<file path="src/rtl/brk_pkg.sv">
`timescale 1ns/1ps
package brk_pkg;
  localparam int SEL_W = 3;

  typedef enum logic [SEL_W-1:0] {
    SEL_CTRL = 3'd0,
    SEL_BAH  = 3'd1,
    SEL_BAL  = 3'd2,
    SEL_AUX  = 3'd3,
    SEL_FLAG = 3'd4
  } brk_sel_e;

  // bit positions inside the byte-wide registers
  localparam int CTRL_EN_BIT  = 7;
  localparam int CTRL_ACT_BIT = 6;
  localparam int AUX_WDOG_BIT = 0;
  localparam int FLAG_CLR_BIT = 7;

  function automatic logic addr_hit(input logic [15:0] a, input logic [15:0] b);
    return a == b;
  endfunction

  function automatic logic [15:0] pick_vector(input logic mon,
                                              input logic [15:0] v_norm,
                                              input logic [15:0] v_mon);
    return mon ? v_mon : v_norm;
  endfunction
endpackage

</file>
<file path="src/rtl/brk_regfile.sv">
`timescale 1ns/1ps
module brk_regfile
  import brk_pkg::*;
#(
  parameter int DATA_W = 8,
  localparam int ADDR_W = 2 * DATA_W
) (
  input  logic              clk,
  input  logic              rst_n,
  input  logic              reg_wr,
  input  logic [SEL_W-1:0]  reg_sel,
  input  logic [DATA_W-1:0] reg_wdata,
  input  logic              active_i,
  output logic              en_o,
  output logic [ADDR_W-1:0] baddr_o,
  output logic              wdog_aux_o,
  output logic              fce_o,
  output logic              wr_ctrl_o,
  output logic              wr_addr_o,
  output logic [DATA_W-1:0] rdata_o
);
  logic [DATA_W-1:0] addr_byte_q [2];
  logic en_q, wdog_q, fce_q;

  assign wr_ctrl_o = reg_wr && (reg_sel == SEL_CTRL);
  assign wr_addr_o = reg_wr && ((reg_sel == SEL_BAH) || (reg_sel == SEL_BAL));

  // one storage byte per half of the break address
  for (genvar b = 0; b < 2; b++) begin : g_addr_byte
    localparam logic [SEL_W-1:0] MY_SEL = (b == 1) ? SEL_BAH : SEL_BAL;
    always_ff @(posedge clk) begin
      if (!rst_n)
        addr_byte_q[b] <= '0;
      else if (reg_wr && (reg_sel == MY_SEL))
        addr_byte_q[b] <= reg_wdata;
    end
  end

  assign baddr_o = {addr_byte_q[1], addr_byte_q[0]};

  always_ff @(posedge clk) begin
    if (!rst_n) begin
      en_q   <= 1'b0;
      wdog_q <= 1'b0;
      fce_q  <= 1'b0;
    end else if (reg_wr) begin
      if (reg_sel == SEL_CTRL) en_q   <= reg_wdata[CTRL_EN_BIT];
      if (reg_sel == SEL_AUX)  wdog_q <= reg_wdata[AUX_WDOG_BIT];
      if (reg_sel == SEL_FLAG) fce_q  <= reg_wdata[FLAG_CLR_BIT];
    end
  end

  assign en_o       = en_q;
  assign wdog_aux_o = wdog_q;
  assign fce_o      = fce_q;

  always_comb begin
    rdata_o = '0;
    case (reg_sel)
      SEL_CTRL: begin
        rdata_o[CTRL_EN_BIT]  = en_q;
        rdata_o[CTRL_ACT_BIT] = active_i;
      end
      SEL_BAH:  rdata_o = addr_byte_q[1];
      SEL_BAL:  rdata_o = addr_byte_q[0];
      SEL_AUX:  rdata_o[AUX_WDOG_BIT] = wdog_q;
      SEL_FLAG: rdata_o[FLAG_CLR_BIT] = fce_q;
      default:  rdata_o = '0;
    endcase
  end
endmodule

</file>
<file path="src/rtl/brk_ctl.sv">
`timescale 1ns/1ps
module brk_ctl
  import brk_pkg::*;
#(
  parameter int ADDR_W = 16
) (
  input  logic              clk,
  input  logic              rst_n,
  input  logic              bus_valid,
  input  logic              bus_opcode,
  input  logic [ADDR_W-1:0] bus_addr,
  input  logic              en_i,
  input  logic [ADDR_W-1:0] baddr_i,
  input  logic              wr_ctrl_i,
  input  logic              wr_act_val_i,
  input  logic              wr_addr_i,
  output logic              hit_o,
  output logic              take_o,
  output logic              active_o,
  output logic              armed_o,
  output logic              opnd_pend_o,
  output logic              force_pend_o
);
  logic active_q, armed_q, opnd_q, force_q;
  logic opfetch;

  assign opfetch = bus_valid && bus_opcode;

  // comparator is live only when enabled, armed and outside a break
  assign hit_o = en_i && armed_q && !active_q && bus_valid &&
                 addr_hit(bus_addr, baddr_i);

  // opcode hit replaces this fetch; deferred causes wait for a fetch
  assign take_o = opfetch && (force_q || opnd_q || hit_o);

  always_ff @(posedge clk) begin
    if (!rst_n) begin
      active_q <= 1'b0;
      armed_q  <= 1'b1;
      opnd_q   <= 1'b0;
      force_q  <= 1'b0;
    end else begin
      // break-active: a take outranks a clearing write
      if (take_o)         active_q <= 1'b1;
      else if (wr_ctrl_i) active_q <= wr_act_val_i;

      // forced break: writing the control register sets or cancels it
      if (wr_ctrl_i)   force_q <= wr_act_val_i;
      else if (take_o) force_q <= 1'b0;

      // operand hit waits for the next opcode fetch
      if (take_o)                  opnd_q <= 1'b0;
      else if (hit_o && !bus_opcode) opnd_q <= 1'b1;

      // one shot per programmed address
      if (wr_addr_i)  armed_q <= 1'b1;
      else if (hit_o) armed_q <= 1'b0;
    end
  end

  assign active_o     = active_q;
  assign armed_o      = armed_q;
  assign opnd_pend_o  = opnd_q;
  assign force_pend_o = force_q;
endmodule

</file>
<file path="src/rtl/brk_side.sv">
`timescale 1ns/1ps
module brk_side
  import brk_pkg::*;
#(
  parameter int ADDR_W = 16,
  parameter logic [ADDR_W-1:0] VEC_NORMAL  = 16'hFFFC,
  parameter logic [ADDR_W-1:0] VEC_MONITOR = 16'hFEFC
) (
  input  logic              active_i,
  input  logic              monitor_mode,
  input  logic              wdog_aux_i,
  input  logic              fce_i,
  output logic [ADDR_W-1:0] vec_addr,
  output logic              tmr_freeze,
  output logic              wdog_off,
  output logic              flag_clr_en
);
  assign vec_addr    = pick_vector(monitor_mode, VEC_NORMAL, VEC_MONITOR);
  assign tmr_freeze  = active_i;
  assign wdog_off    = active_i && monitor_mode && wdog_aux_i;
  assign flag_clr_en = fce_i;
endmodule

</file>
<file path="src/rtl/brk_unit.sv">
`timescale 1ns/1ps
module brk_unit
  import brk_pkg::*;
#(
  parameter int DATA_W = 8,
  localparam int ADDR_W = 2 * DATA_W,
  parameter logic [ADDR_W-1:0] VEC_NORMAL  = 16'hFFFC,
  parameter logic [ADDR_W-1:0] VEC_MONITOR = 16'hFEFC
) (
  input  logic              clk,
  input  logic              rst_n,
  input  logic              reg_wr,
  input  logic [2:0]        reg_sel,
  input  logic [DATA_W-1:0] reg_wdata,
  output logic [DATA_W-1:0] reg_rdata,
  input  logic              bus_valid,
  input  logic              bus_opcode,
  input  logic [ADDR_W-1:0] bus_addr,
  input  logic              monitor_mode,
  output logic              brk_req,
  output logic [ADDR_W-1:0] vec_addr,
  output logic              tmr_freeze,
  output logic              wdog_off,
  output logic              flag_clr_en
);
  // named internal events, also observed by the bound checker
  logic              en, wdog_aux, fce;
  logic [ADDR_W-1:0] baddr;
  logic              wr_ctrl, wr_addr, wr_force;
  logic              hit, take, active, armed, opnd_pend, force_pend;

  assign wr_force = wr_ctrl && reg_wdata[CTRL_ACT_BIT];

  brk_regfile #(.DATA_W(DATA_W)) i_regs (
    .clk, .rst_n, .reg_wr, .reg_sel, .reg_wdata,
    .active_i(active), .en_o(en), .baddr_o(baddr), .wdog_aux_o(wdog_aux),
    .fce_o(fce), .wr_ctrl_o(wr_ctrl), .wr_addr_o(wr_addr), .rdata_o(reg_rdata)
  );

  brk_ctl #(.ADDR_W(ADDR_W)) i_ctl (
    .clk, .rst_n, .bus_valid, .bus_opcode, .bus_addr,
    .en_i(en), .baddr_i(baddr), .wr_ctrl_i(wr_ctrl),
    .wr_act_val_i(reg_wdata[CTRL_ACT_BIT]), .wr_addr_i(wr_addr),
    .hit_o(hit), .take_o(take), .active_o(active), .armed_o(armed),
    .opnd_pend_o(opnd_pend), .force_pend_o(force_pend)
  );

  brk_side #(.ADDR_W(ADDR_W), .VEC_NORMAL(VEC_NORMAL), .VEC_MONITOR(VEC_MONITOR)) i_side (
    .active_i(active), .monitor_mode, .wdog_aux_i(wdog_aux), .fce_i(fce),
    .vec_addr, .tmr_freeze, .wdog_off, .flag_clr_en
  );

  assign brk_req = take;
endmodule

</file>
<file path="config.mk">
export PLATFORM = sky130hd
export DESIGN_NAME = brk_unit
export DESIGN_NICKNAME = d
export VERILOG_FILES = /design/src/rtl/brk_pkg.sv /design/src/rtl/brk_regfile.sv /design/src/rtl/brk_ctl.sv /design/src/rtl/brk_side.sv /design/src/rtl/brk_unit.sv
export SDC_FILE = /design/constraint.sdc
export NUM_CORES = 1
export LEC_CHECK = 0
export BUFFER_PORTS_ARGS = -buffer_cell sky130_fd_sc_hd__buf_2
export CAP_MARGIN = 20
export CORE_MARGIN = 4
export CORE_UTILIZATION = 45
export CTS_BUF_LIST = sky130_fd_sc_hd__clkbuf_4 sky130_fd_sc_hd__clkbuf_8
export DETAILED_ROUTE_END_ITERATION = 12
export PLACE_DENSITY_LB_ADDON = 0.3
export SLEW_MARGIN = 0
export SYNTH_ARGS = -nofsm -noshare
export SYNTH_HDL_FRONTEND = slang
export SYNTH_SLANG_ARGS = --single-unit
</file>
<file path="constraint.sdc">
create_clock -name clk -period 1.8 [get_ports clk]
set_input_delay 0.36 -clock clk [delete_from_list [all_inputs] [get_ports clk]]
set_output_delay 0.36 -clock clk [all_outputs]
set_load 0.02 [all_outputs]
</file>
==> metrics.csv <==
stage;metric;value;unit
synth;most frequently used flop master after synthesis;edfxtp_1;
die;Die Ht;63.9;µm
synth;cell count after synthesis;142;
synth;register area share after synthesis;0.442;
clock_tree;CTS root buf;clkbuf_4;
timing;fmax;461;MHz
global_routing;vias in the first global route;1214;
pwr;Int Power;792;µW
hold_path;worst hold-check path type;in -> reg;
global_routing;largest net degree at the start of global routing;13;
layout;diode count;0;
setup_path;reg-to-reg endpoint;i_ctl.opnd_pend_o;
drt;drt pass-1 iters;4;
die;Core ar.;3030;µm²
synth;Cell Area, Synth;1410;µm²
place;port buffer count;45;
die;cell row count;20;
timing;hold slack;0.284;ns
setup_path;Max FO, Critical Path;2;
synth;Yosys reg bits;23;
timing;period utilisation layout;1.20;
status;failing checks;negative setup slack;
layout;area grow syn2layout;27.4;%
drt;detailed router's first-iteration violation count;48;
drt;WL per Instance;13.7;µm
synth;asr flop ratio synth;0;
drt;Vias/cell;4.84;
setup_path;CP max stage delay;0.43;ns
drt;DRC;0;
timing;Clock Skews;0.00206;ns
clock_tree;CTS clk-pin slew, worst paths;0.12;ns
setup_path;critical path class;reg -> out;
pwr;peak supply drop;389;µV
global_routing;M2 GR Usage;0.325;
setup_path;R2R cell count;5;
pwr;pwr dens;615;nW/µm²
place;Post-Place Worst Slack;-0.116;ns
synth;Cell variety after synth;35;
timing;Final min period;2.17;ns
timing;final slew viol count;0;
clock_tree;CTS buffer count;3;
die;Die Footprint;4080;µm²
setup_path;Cell Chain, Critical Path;xor2_1, nor4_2, nand2_1, o31ai_2, buf_4;
setup_path;Critical Path RT;1.44;ns
clock_tree;CTS Sinks;23;
hold_path;hold endpoint;i_ctl.opnd_pend_o;
layout;fraction of layout cells with a size suffix above 1;0.379;
drt;final WL;3.39;mm
clock_tree;clk_lat worst skew;0.30;ns
pwr;sw frac;0.281;
setup_path;CP max-delay cell;edfxtp_1;
setup_path;Worst Setup Start Kind;flop;
setup_path;Arrival @ worst endpoint;1.81;ns
global_routing;GR peak layer;met2;
global_routing;met1 Use GR;0.194;
setup_path;setup slack, reg-to-reg;0.16;ns
place;Final HPWL DP;2.75;mm
hold_path;HP Start;bus_opcode;
die;# IOs;61;
setup_path;crit path buf inv count;1;
clock_tree;Max clock buf depth;2;
global_routing;M3 GR Usage;0.0316;
die;Die W;63.9;µm
timing;RSZ-0062 raised after global routing;yes;
setup_path;FF-to-FF Start;i_regs.addr_byte_q[1][6];
global_routing;grt ovf;0;
synth;yosys warns;0;
pwr;clock network power share;0.228;
timing;count of final setup violators;1;
global_routing;gr usage total;0.173;
setup_path;CP top delay family;simple AND/OR/NAND/NOR gates;
pwr;Seq pwr share;0.556;
place;Final Wtd Congestion;0.867;
synth;EDFF count, synth;16;
global_routing;first-pass GRT wire length;5.49;mm
timing;final worst slack;-0.368;ns
pwr;Net Sw Power;309;µW
hold_path;cell depth of the worst min-delay path;2;
timing;Fin. Hold Viols;0;
clock_tree;TritonCTS clock tree;done;
pwr;combinational share of power;0.217;
layout;Final #Nets;237;
pwr;LEAKAGE;0.827;nW
global_routing;initial antenna violation count;0;
drt;total number of vias;1196;
clock_tree;H-Tree Depth;1;
drt;Post-DRT Antenna Nets;0;
synth;Syn Area/Cell;9.90;µm²
die;Initial Util;0.464;
setup_path;Setup crit end kind;output pin;
status;outcome;complete, but fails checks;
run;Maximum Capacitance Violations;0;
==> layout make-up <==
type | count | area, µm²
clock buffers | 4 | 30.0
repair buffers | 63 | 363
well taps | 44 | 55.1
multi-input cells | 111 | 714
flip-flops and latches | 23 | 621
fillers | 277 | 1240
inverters | 2 | 7.51
==> flip-flops by register name (all words and copies together), names as in the netlist <==
name                count
i_ctl.armed_o           1
i_ctl.opnd_pend_o       1
i_ctl.force_pend_o      1
i_regs.addr_byte_q     16
i_regs.fce_o            1
i_regs.wdog_aux_o       1
i_regs.en_o             1
i_ctl.active_o          1
==> cell families (layout without fill, tap and decap cells) <==
| logic type | count (synthesis) | in the layout | synth area share |
|---|---|---|---|
| AOI/OAI and AO/OA | 19 | 19 | 0.0980 |
| xor gates and xnor gates | 16 | 16 | 0.0997 |
| buffers and inverters | 21 | 69 | 0.101 |
| DFF | 23 | 23 | 0.442 |
| muxes | 6 | 6 | 0.0436 |
| other | 2 | 15 | 0.00534 |
| and+or+nand+nor | 55 | 55 | 0.211 |
==> Yosys cell counts (2+ instances only) <==
library cell  count  share of area
a21oi_1           3          0.011
a22oi_1           6          0.032
and2_1           16          0.071
and3_1            2         0.0089
buf_2             2         0.0071
buf_4            16          0.085
conb_1            2         0.0053
dfxtp_1           7           0.10
edfxtp_1         16           0.34
mux2i_1           5          0.036
nand2_1           8          0.021
nand3_1           5          0.018
nor2_1           14          0.037
nor2b_1           3          0.013
nor4_2            2          0.018
o41ai_1           2          0.012
xnor2_1           2          0.012
xor2_1           14          0.087
==> cells in the final DEF, fill, tap and decap left out, drive strengths merged, types with 3 or more instances in the layout <==
cell type / count
a21oi: 3
a22oi: 6
and2: 16
buf: 63
clkbuf: 4
conb: 15
dfxtp: 7
edfxtp: 16
mux2i: 5
nand2: 8
nand3: 5
nor2: 15
nor2b: 3
nor4: 3
xor2: 14
==> per-stage QoR <==
stage,cell area (µm²),TNS (ns),power [mW],util,std cells
2_1_floorplan,1460,0,0.775,-,155
4_1_cts,1760,-0.358,1.10,0.582,245
6_report,1790,-0.368,1.10,0.591,247
3_3_place_gp,1730,-0.0988,0.848,0.570,241
5_1_grt,1790,-0.736,1.16,0.591,247
3_5_place_dp,1730,-0.116,0.853,0.570,241
==> metal layers <==
layer | routed length (µm) | vias to the layer above
met3 | 248 | 2
met2 | 1770 | 50
met4 | 21 | 0
met1 | 1350 | 555
met5 | 0 | -
li1 | - | 589
==> how the worst max path moves through the flow <==
| stage | to | cells after the start | from |
|---|---|---|---|
| finish | brk_req | 5 | i_regs.addr_byte_q[1][6] |
| global route | brk_req | 5 | i_regs.addr_byte_q[1][6] |
| CTS | brk_req | 5 | i_regs.addr_byte_q[1][1] |
| detailed placement | brk_req | 6 | bus_addr[14] |
| global placement | brk_req | 6 | bus_addr[14] |
| floorplan | brk_req | 4 | i_ctl.active_o |
==> power groups by stage <==
stage / combinational, mW / sequential [mW] / clock (mW)
2_1_floorplan: 0.155 / 0.620 / 0
3_3_place_gp: 0.226 / 0.622 / 0
3_5_place_dp: 0.229 / 0.623 / 0
4_1_cts: 0.233 / 0.611 / 0.259
5_1_grt: 0.261 / 0.615 / 0.279
6_report: 0.238 / 0.611 / 0.251
==> what timing repair did <==
item,4_1_cts,5_1_grt
cloned,0,0
hold buffers,0,0
setup buffers,0,2
pin swaps,4,5
gates resized for setup,2,3
endpoints found under the setup margin,1,5
Note: power is estimated with default switching activity, not from simulation.
